## config.mk

```make
export PLATFORM = sky130hd
export DESIGN_NAME = muldiv_unit
export DESIGN_NICKNAME = d
export VERILOG_FILES = /design/src/rtl/mdu_pkg.sv /design/src/rtl/mdu_ctrl.sv /design/src/rtl/mdu_datapath.sv /design/src/rtl/muldiv_unit.sv
export SDC_FILE = /design/constraint.sdc
export NUM_CORES = 2
export LEC_CHECK = 0
export BUFFER_PORTS_ARGS = -buffer_cell sky130_fd_sc_hd__buf_2
export CORE_ASPECT_RATIO = 2
export CORE_UTILIZATION = 45
export DETAILED_ROUTE_END_ITERATION = 6
export HOLD_SLACK_MARGIN = 0.15
export PLACE_DENSITY = 0.67
export SYNTH_ARGS = -nofsm -noshare
export SYNTH_HDL_FRONTEND = slang
export SYNTH_SLANG_ARGS = --single-unit
```

## constraint.sdc

```tcl
create_clock -name clk -period 9.71 [get_ports clk]
set_clock_uncertainty 0.15 [all_clocks]
set_input_delay 0.971 -clock clk [delete_from_list [all_inputs] [get_ports clk]]
set_output_delay 0.971 -clock clk [all_outputs]
set_load 0.01 [all_outputs]
```

## src/rtl/mdu_pkg.sv

```systemverilog
package mdu_pkg;

  // Per-cycle strobes from the control to the datapath.
  typedef struct packed {
    logic s1Load;   // capture a new operation into stage one
    logic s2Start;  // move stage one into stage two and run the first step
    logic s2Step;   // run a further step on the stage-two contents
    logic s3Load;   // stage two finished, register the result
  } mduStrobe_t;

endpackage

```

## src/rtl/mdu_ctrl.sv

```systemverilog
module mdu_ctrl
  import mdu_pkg::*;
#(
  parameter int WIDTH = 32
) (
  input  logic       clk,
  input  logic       rst_n,
  input  logic       inValid,
  output logic       inReady,
  input  logic       s1IsDiv,
  input  logic       s1Short,
  output mduStrobe_t strobe,
  output logic       outValid
);

  localparam int CNT_W = $clog2(WIDTH + 1);
  localparam logic [CNT_W-1:0] DIV_PASSES  = CNT_W'(WIDTH);
  localparam logic [CNT_W-1:0] ONE_PASS    = CNT_W'(1);
  localparam logic [CNT_W-1:0] TWO_PASSES  = CNT_W'(2);

  logic             s1Valid;
  logic             s2Valid;
  logic [CNT_W-1:0] s2Count;
  logic [CNT_W-1:0] s2Need;
  logic             s2Done;
  logic             s1Advance;
  logic [CNT_W-1:0] passesNeeded;

  always_comb begin
    s2Done         = s2Valid && (s2Count == s2Need);
    s1Advance      = s1Valid && (!s2Valid || s2Done);
    inReady        = !s1Valid || s1Advance;
    strobe.s1Load  = inValid && inReady;
    strobe.s2Start = s1Advance;
    strobe.s2Step  = s2Valid && !s2Done;
    strobe.s3Load  = s2Done;
    if (s1IsDiv)      passesNeeded = DIV_PASSES;
    else if (s1Short) passesNeeded = ONE_PASS;
    else              passesNeeded = TWO_PASSES;
  end

  always_ff @(posedge clk) begin
    if (!rst_n) begin
      s1Valid  <= 1'b0;
      s2Valid  <= 1'b0;
      s2Count  <= '0;
      s2Need   <= '0;
      outValid <= 1'b0;
    end else begin
      if (strobe.s1Load)  s1Valid <= 1'b1;
      else if (s1Advance) s1Valid <= 1'b0;

      if (strobe.s2Start) begin
        s2Valid <= 1'b1;
        s2Count <= ONE_PASS;
        s2Need  <= passesNeeded;
      end else if (strobe.s2Step) begin
        s2Count <= s2Count + ONE_PASS;
      end else if (s2Done) begin
        s2Valid <= 1'b0;
      end

      outValid <= strobe.s3Load;
    end
  end

  // A two-pass multiply cannot finish on the edge after it starts.
  assert_long_mul_two_pass_R4: assert property (@(posedge clk) disable iff (!rst_n)
    (strobe.s2Start && !s1IsDiv && !s1Short) |=> (s2Valid && !s2Done));

  // A divide is still iterating on the edge after it starts.
  assert_div_occupies_R6: assert property (@(posedge clk) disable iff (!rst_n)
    (strobe.s2Start && s1IsDiv) |=> (s2Valid && !s2Done));

  // An operation waiting behind unfinished stage-two work blocks new issue.
  assert_ready_blocked_R6: assert property (@(posedge clk) disable iff (!rst_n)
    (s1Valid && s2Valid && !s2Done) |-> !inReady);

  // A captured operation is never dropped while it waits.
  assert_hold_op_R9: assert property (@(posedge clk) disable iff (!rst_n)
    (s1Valid && !s1Advance) |=> s1Valid);

endmodule

```

## src/rtl/mdu_datapath.sv

```systemverilog
module mdu_datapath
  import mdu_pkg::*;
#(
  parameter int WIDTH = 32,
  parameter int TAG_W = 4
) (
  input  logic             clk,
  input  logic             rst_n,
  input  mduStrobe_t       strobe,
  input  logic [WIDTH-1:0] inA,
  input  logic [WIDTH-1:0] inB,
  input  logic             inDiv,
  input  logic             inSigned,
  input  logic             inHigh,
  input  logic [TAG_W-1:0] inTag,
  output logic             s1IsDiv,
  output logic             s1Short,
  output logic [WIDTH-1:0] outResult,
  output logic [TAG_W-1:0] outTag,
  output logic             outError
);

  localparam int HALF    = WIDTH / 2;
  localparam int ACC_W   = 2 * WIDTH;
  localparam int CHUNK_W = HALF + 1;

  // One restoring shift-subtract step on {remainder, quotient}.
  function automatic logic [ACC_W-1:0] divStep(input logic [ACC_W-1:0] st,
                                               input logic [WIDTH-1:0] d);
    logic [WIDTH:0]   trial;
    logic             ge;
    logic [WIDTH-1:0] rem;
    trial = {st[ACC_W-1:WIDTH], st[WIDTH-1]};
    ge    = (trial >= {1'b0, d});
    rem   = ge ? (trial[WIDTH-1:0] - d) : trial[WIDTH-1:0];
    return {rem, st[WIDTH-2:0], ge};
  endfunction

  // Stage one
  logic [WIDTH-1:0] s1A, s1B;
  logic             s1Signed, s1High;
  logic [TAG_W-1:0] s1Tag;

  // Stage two
  logic [WIDTH-1:0] s2A, s2B;
  logic             s2Div, s2Signed, s2High;
  logic [TAG_W-1:0] s2Tag;
  logic [ACC_W-1:0] acc;

  logic [HALF:0]    upperSlice;
  logic [WIDTH-1:0] mulA;
  logic             mulSgn;
  logic [WIDTH:0]   aExt;
  logic [CHUNK_W-1:0] chunk;
  logic [ACC_W-1:0] aWide, chunkWide, prod, accNext;
  logic             divZero;

  always_ff @(posedge clk) begin
    if (!rst_n) begin
      s1A <= '0; s1B <= '0; s1IsDiv <= 1'b0; s1Signed <= 1'b0;
      s1High <= 1'b0; s1Tag <= '0;
    end else if (strobe.s1Load) begin
      s1A      <= inA;
      s1B      <= inB;
      s1IsDiv  <= inDiv;
      s1Signed <= inSigned;
      s1High   <= inHigh;
      s1Tag    <= inTag;
    end
  end

  always_comb begin
    upperSlice = s1B[WIDTH-1:HALF-1];
    if (s1Signed) s1Short = (&upperSlice) || !(|upperSlice);
    else          s1Short = !(|s1B[WIDTH-1:HALF]);

    mulA   = strobe.s2Start ? s1A : s2A;
    mulSgn = strobe.s2Start ? s1Signed : s2Signed;
    if (strobe.s2Start)
      chunk = {s1Signed & s1Short & s1B[HALF-1], s1B[HALF-1:0]};
    else
      chunk = {s2Signed & s2B[WIDTH-1], s2B[WIDTH-1:HALF]};

    aExt      = {mulSgn & mulA[WIDTH-1], mulA};
    aWide     = {{(ACC_W-WIDTH-1){aExt[WIDTH]}}, aExt};
    chunkWide = {{(ACC_W-CHUNK_W){chunk[HALF]}}, chunk};
    prod      = aWide * chunkWide;

    if (strobe.s2Start)
      accNext = s1IsDiv ? divStep({{WIDTH{1'b0}}, s1A}, s1B) : prod;
    else if (s2Div)
      accNext = divStep(acc, s2B);
    else
      accNext = acc + (prod << HALF);

    divZero = s2Div && (s2B == '0);
  end

  always_ff @(posedge clk) begin
    if (!rst_n) begin
      s2A <= '0; s2B <= '0; s2Div <= 1'b0; s2Signed <= 1'b0;
      s2High <= 1'b0; s2Tag <= '0; acc <= '0;
    end else begin
      if (strobe.s2Start) begin
        s2A      <= s1A;
        s2B      <= s1B;
        s2Div    <= s1IsDiv;
        s2Signed <= s1Signed;
        s2High   <= s1High;
        s2Tag    <= s1Tag;
      end
      if (strobe.s2Start || strobe.s2Step) acc <= accNext;
    end
  end

  always_ff @(posedge clk) begin
    if (!rst_n) begin
      outResult <= '0;
      outTag    <= '0;
      outError  <= 1'b0;
    end else begin
      outError <= strobe.s3Load && divZero;
      if (strobe.s3Load) begin
        outTag <= s2Tag;
        if (divZero)     outResult <= '0;
        else if (s2High) outResult <= acc[ACC_W-1:WIDTH];
        else             outResult <= acc[WIDTH-1:0];
      end
    end
  end

  // A finished divide leaves a remainder below its divisor.
  assert_div_remainder_R5: assert property (@(posedge clk) disable iff (!rst_n)
    (strobe.s3Load && s2Div && (s2B != '0)) |-> (acc[ACC_W-1:WIDTH] < s2B));

endmodule

```

## src/rtl/muldiv_unit.sv

```systemverilog
module muldiv_unit
  import mdu_pkg::*;
#(
  parameter int WIDTH = 32,
  parameter int TAG_W = 4
) (
  input  logic             clk,
  input  logic             rst_n,
  input  logic             inValid,
  output logic             inReady,
  input  logic             inDiv,
  input  logic             inSigned,
  input  logic             inHigh,
  input  logic [WIDTH-1:0] inA,
  input  logic [WIDTH-1:0] inB,
  input  logic [TAG_W-1:0] inTag,
  output logic             outValid,
  output logic [WIDTH-1:0] outResult,
  output logic [TAG_W-1:0] outTag,
  output logic             outError
);

  mduStrobe_t strobe;
  logic       s1IsDiv;
  logic       s1Short;

  mdu_ctrl #(.WIDTH(WIDTH)) u_ctrl (
    .clk      (clk),
    .rst_n    (rst_n),
    .inValid  (inValid),
    .inReady  (inReady),
    .s1IsDiv  (s1IsDiv),
    .s1Short  (s1Short),
    .strobe   (strobe),
    .outValid (outValid)
  );

  mdu_datapath #(.WIDTH(WIDTH), .TAG_W(TAG_W)) u_dp (
    .clk       (clk),
    .rst_n     (rst_n),
    .strobe    (strobe),
    .inA       (inA),
    .inB       (inB),
    .inDiv     (inDiv),
    .inSigned  (inSigned),
    .inHigh    (inHigh),
    .inTag     (inTag),
    .s1IsDiv   (s1IsDiv),
    .s1Short   (s1Short),
    .outResult (outResult),
    .outTag    (outTag),
    .outError  (outError)
  );

  // The error flag, from the datapath, only rises with the control's valid pulse.
  assert_error_with_valid_R7: assert property (@(posedge clk) disable iff (!rst_n)
    outError |-> outValid);

endmodule

```

==> metrics <==
Hold WS about 0.3 ns; Synth Register Bits about 250; dominant synthesized flop cell dfxtp_1; CORE AREA 75,900 µm²; initial antenna violation count 5; Clock Tree Buf Depth 3; Critical Path RT 10.14 ns; Layout area overhead 27.1%; leak pwr 19.7 nW; Crit-path slowest cell or4_4; DPL Wire Length between 100,000 and 150,000 µm; First-pass DRT Iterations 7; grt ovf 0; Async S/R FF share, synth 0; Final Hold Viols 0; Worst Hold End u_dp.s2Tag[0]; H-tree lvl count 1; worst skew pair latency 0.64 ns; critical path class reg -> reg; Hold WC Path Type reg -> reg; number of nets in the layout ~5,700; Maximum Capacitance Violations 0; Distinct cells, synth 86; Worst Tran Pin Value 1.08 ns; Final Cycle Share 0.999; VDD IR max 140 µV; syn nets 5,091; Routability Congestion around 1.1; flop2flop setup slack 0.008 ns; Synth area leaders fa_1 31%, dfxtp_1 15%, nand2_1 8.4%; WL/cell 25.4 µm; run status finished clean; Hold Startpoint u_dp.s1Tag[0]; Post-synth EDFFs 0; fin crit period approximately 9.7 ns; largest net degree at the start of global routing around 110; CTS buffer count 29; DIE WIDTH approximately 200 µm; count leader, synth nand2_1; DR vias ~34,000; clock root buffer clkbuf_16; maximum clock frequency a little over 100 MHz; Buffers on Ports ~110; logic gate share of total power 0.330; Final Max Tran Viols 0; ratio of cells with drive above 1 in the final layout 0.225; Ys Warns 0; crit start category flop; RSZ-0062 raised after global routing yes; Commonest cells post-synth 773 x nand2_1, 633 x inv_1, 538 x fa_1; Sequential Power Share 0.336; CP arrival about 10 ns; worst reg2reg path endpoint u_dp.acc[63]; fillcell total just over 7,000; net switching power ~1.3 mW; post-route ant nets 0; Clock power frac 0.335; initial core utilization 0.453; Power Density roughly 80 nW/µm²; Worst slew margin 0.281; final WL 151,000 µm; Synth area leader fa_1; cell count after synthesis around 4,300; Seq/Total Area, Yosys 0.148; IO Count about 110; final setup fails 0; vias per cell around 5.6; Site Rows ~140; worst setup margin approximately 0.0084 ns; Sw Ratio 0.374; Die Ht 393 µm; total track usage 0.390; vias in the first global route about 35,000; Place WS -0.678 ns; share of the synthesized area in the top cell type 0.313; CP max stage delay around 0.58 ns; drt drc 0; hold depth 2; Synth Cell Area ~34,000 µm²; Mapped Avg Cell Area roughly 8.0 µm²; Internal 2.20 mW; critical path capture point type flop; full die area 77,600 µm²; first-pass GRT wire length ~220,000 µm; r2r worst-path depth 42; Critical Path Fanout Max 7; clk slew on worst S/H paths about 0.070 ns; 1st-iter DRT viols 2,148; hold_buf cts 0; # clock sinks 254; reg-to-reg startpoint u_ctrl.s2Count[3]; CTS tree yes
flip-flops by register name, summed over array words and instances (netlist names), 6 cells and up:
signal,count
u_dp.s2A,32
u_dp.s1B,32
u_ctrl.s2Count,6
u_dp.s2B,32
u_dp.acc,64
u_dp.outResult,32
u_dp.s1A,32
critical path, delay by kind of cell (launching register included):
family / cells / cell delay, ns
adders and majority gates: 8 / 3.44
and+or+nand+nor: 12 / 2.27
AOI/OAI and AO/OA: 9 / 1.57
buffers and inverters: 11 / 1.52
DFF: 1 / 0.32
muxes: 1 / 0.19
xor gates and xnor gates: 1 / 0.17
kinds of logic after synthesis:
family                   share of synthesized area
multiplexers                                0.0327
buffers and inverters                       0.0933
XOR/XNOR                                    0.0331
AND/OR/NAND/NOR                              0.176
AO/OA/AOI/OAI                                0.130
adder cells (fa/ha/maj)                      0.387
flip-flops                                   0.148
power by group through the flow:
| stage | logic, mW | registers, mW | clock network, mW |
|---|---|---|---|
| after floorplan | 0.608 | 1.14 | 0 |
| after global routing | 1.23 | 1.18 | 1.22 |
| after CTS | 1.08 | 1.17 | 1.19 |
| after detailed placement | 1.04 | 1.19 | 0 |
| final | 1.16 | 1.18 | 1.18 |
| after global placement | 1.04 | 1.19 | 0 |
layer usage:
| layer | vias up | track usage | part of all wire |
|---|---|---|---|
| met5 | - | 0 | 0.000086 |
| met4 | 2 | 0.412 | 0.13 |
| met3 | 753 | 0.0648 | 0.066 |
| met2 | 1559 | 0.682 | 0.49 |
| met1 | 16300 | 0.372 | 0.31 |
| li1 | 14900 | - | - |
area by class of cell:
class	instances	area [µm²]	share of cell area
well taps	1015	1270	0.0290
flip-flops and latches	254	5090	0.116
clock buffers	37	786	0.0180
inverters	634	2390	0.0546
diodes	3	7.51	0.000172
multi-input cells	3179	27500	0.629
repair buffers	798	6500	0.149
clock inverters	16	179	0.00409
worst max path at each step:
stage | depth (start not counted) | start | endpoint | slack (ns)
global placement | 40 | u_ctrl.s2Count[2] | u_dp.acc[63] | -0.66
floorplan | 38 | u_ctrl.s2Count[2] | u_dp.acc[61] | 0.003
detailed placement | 38 | u_ctrl.s2Count[2] | u_dp.acc[63] | -0.68
CTS | 43 | u_ctrl.s2Count[2] | u_dp.acc[63] | 0.001
finish | 42 | u_ctrl.s2Count[3] | u_dp.acc[63] | 0.008
global route | 43 | u_ctrl.s2Count[3] | u_dp.acc[63] | -0.16
through the flow:
stage          area (µm²)  total power, mW  std cells  utilization  setup TNS [ns]
2_1_floorplan       34400             1.75       4277            -               0
3_3_place_gp        40400             2.23       5808        0.533           -6.66
3_5_place_dp        40400             2.23       5808        0.533           -6.83
4_1_cts             42400             3.43       5892        0.558               0
5_1_grt             43700             3.62       5934        0.576           -1.23
6_report            43700             3.51       5936        0.576               0
cell usage in the layout, fill, tap and decap left out, types with 17 or more instances in the layout:
cell | netlist | routed
nand2_1 | 773 | 726
inv_1 | 633 | 624
buf_4 | 0 | 606
fa_1 | 538 | 525
nor2_1 | 465 | 449
a21oi_1 | 335 | 313
dfxtp_1 | 254 | 250
ha_1 | 202 | 178
buf_2 | 33 | 112
mux2i_1 | 110 | 102
xnor2_1 | 84 | 68
o21ai_0 | 87 | 68
nor3_1 | 64 | 61
a21o_1 | 50 | 50
buf_12 | 0 | 42
xor2_1 | 46 | 37
nand2_2 | 0 | 35
o21ai_1 | 25 | 34
clkbuf_16 | 0 | 33
nand4_1 | 32 | 32
a211oi_1 | 32 | 27
buf_6 | 0 | 25
a21oi_2 | 1 | 23
ha_4 | 0 | 22
o211ai_1 | 21 | 21
o21bai_1 | 22 | 20
nand3_1 | 24 | 19
and2_1 | 23 | 17
nor4_1 | 18 | 17
repair_timing:
item / CTS / global route
setup endpoints to repair: 19 / 25
pin swaps: 58 / 106
gates resized for setup: 142 / 220
gates cloned: 3 / 4
setup buffers: 28 / 38
Note: power is estimated with default switching activity, not from simulation.
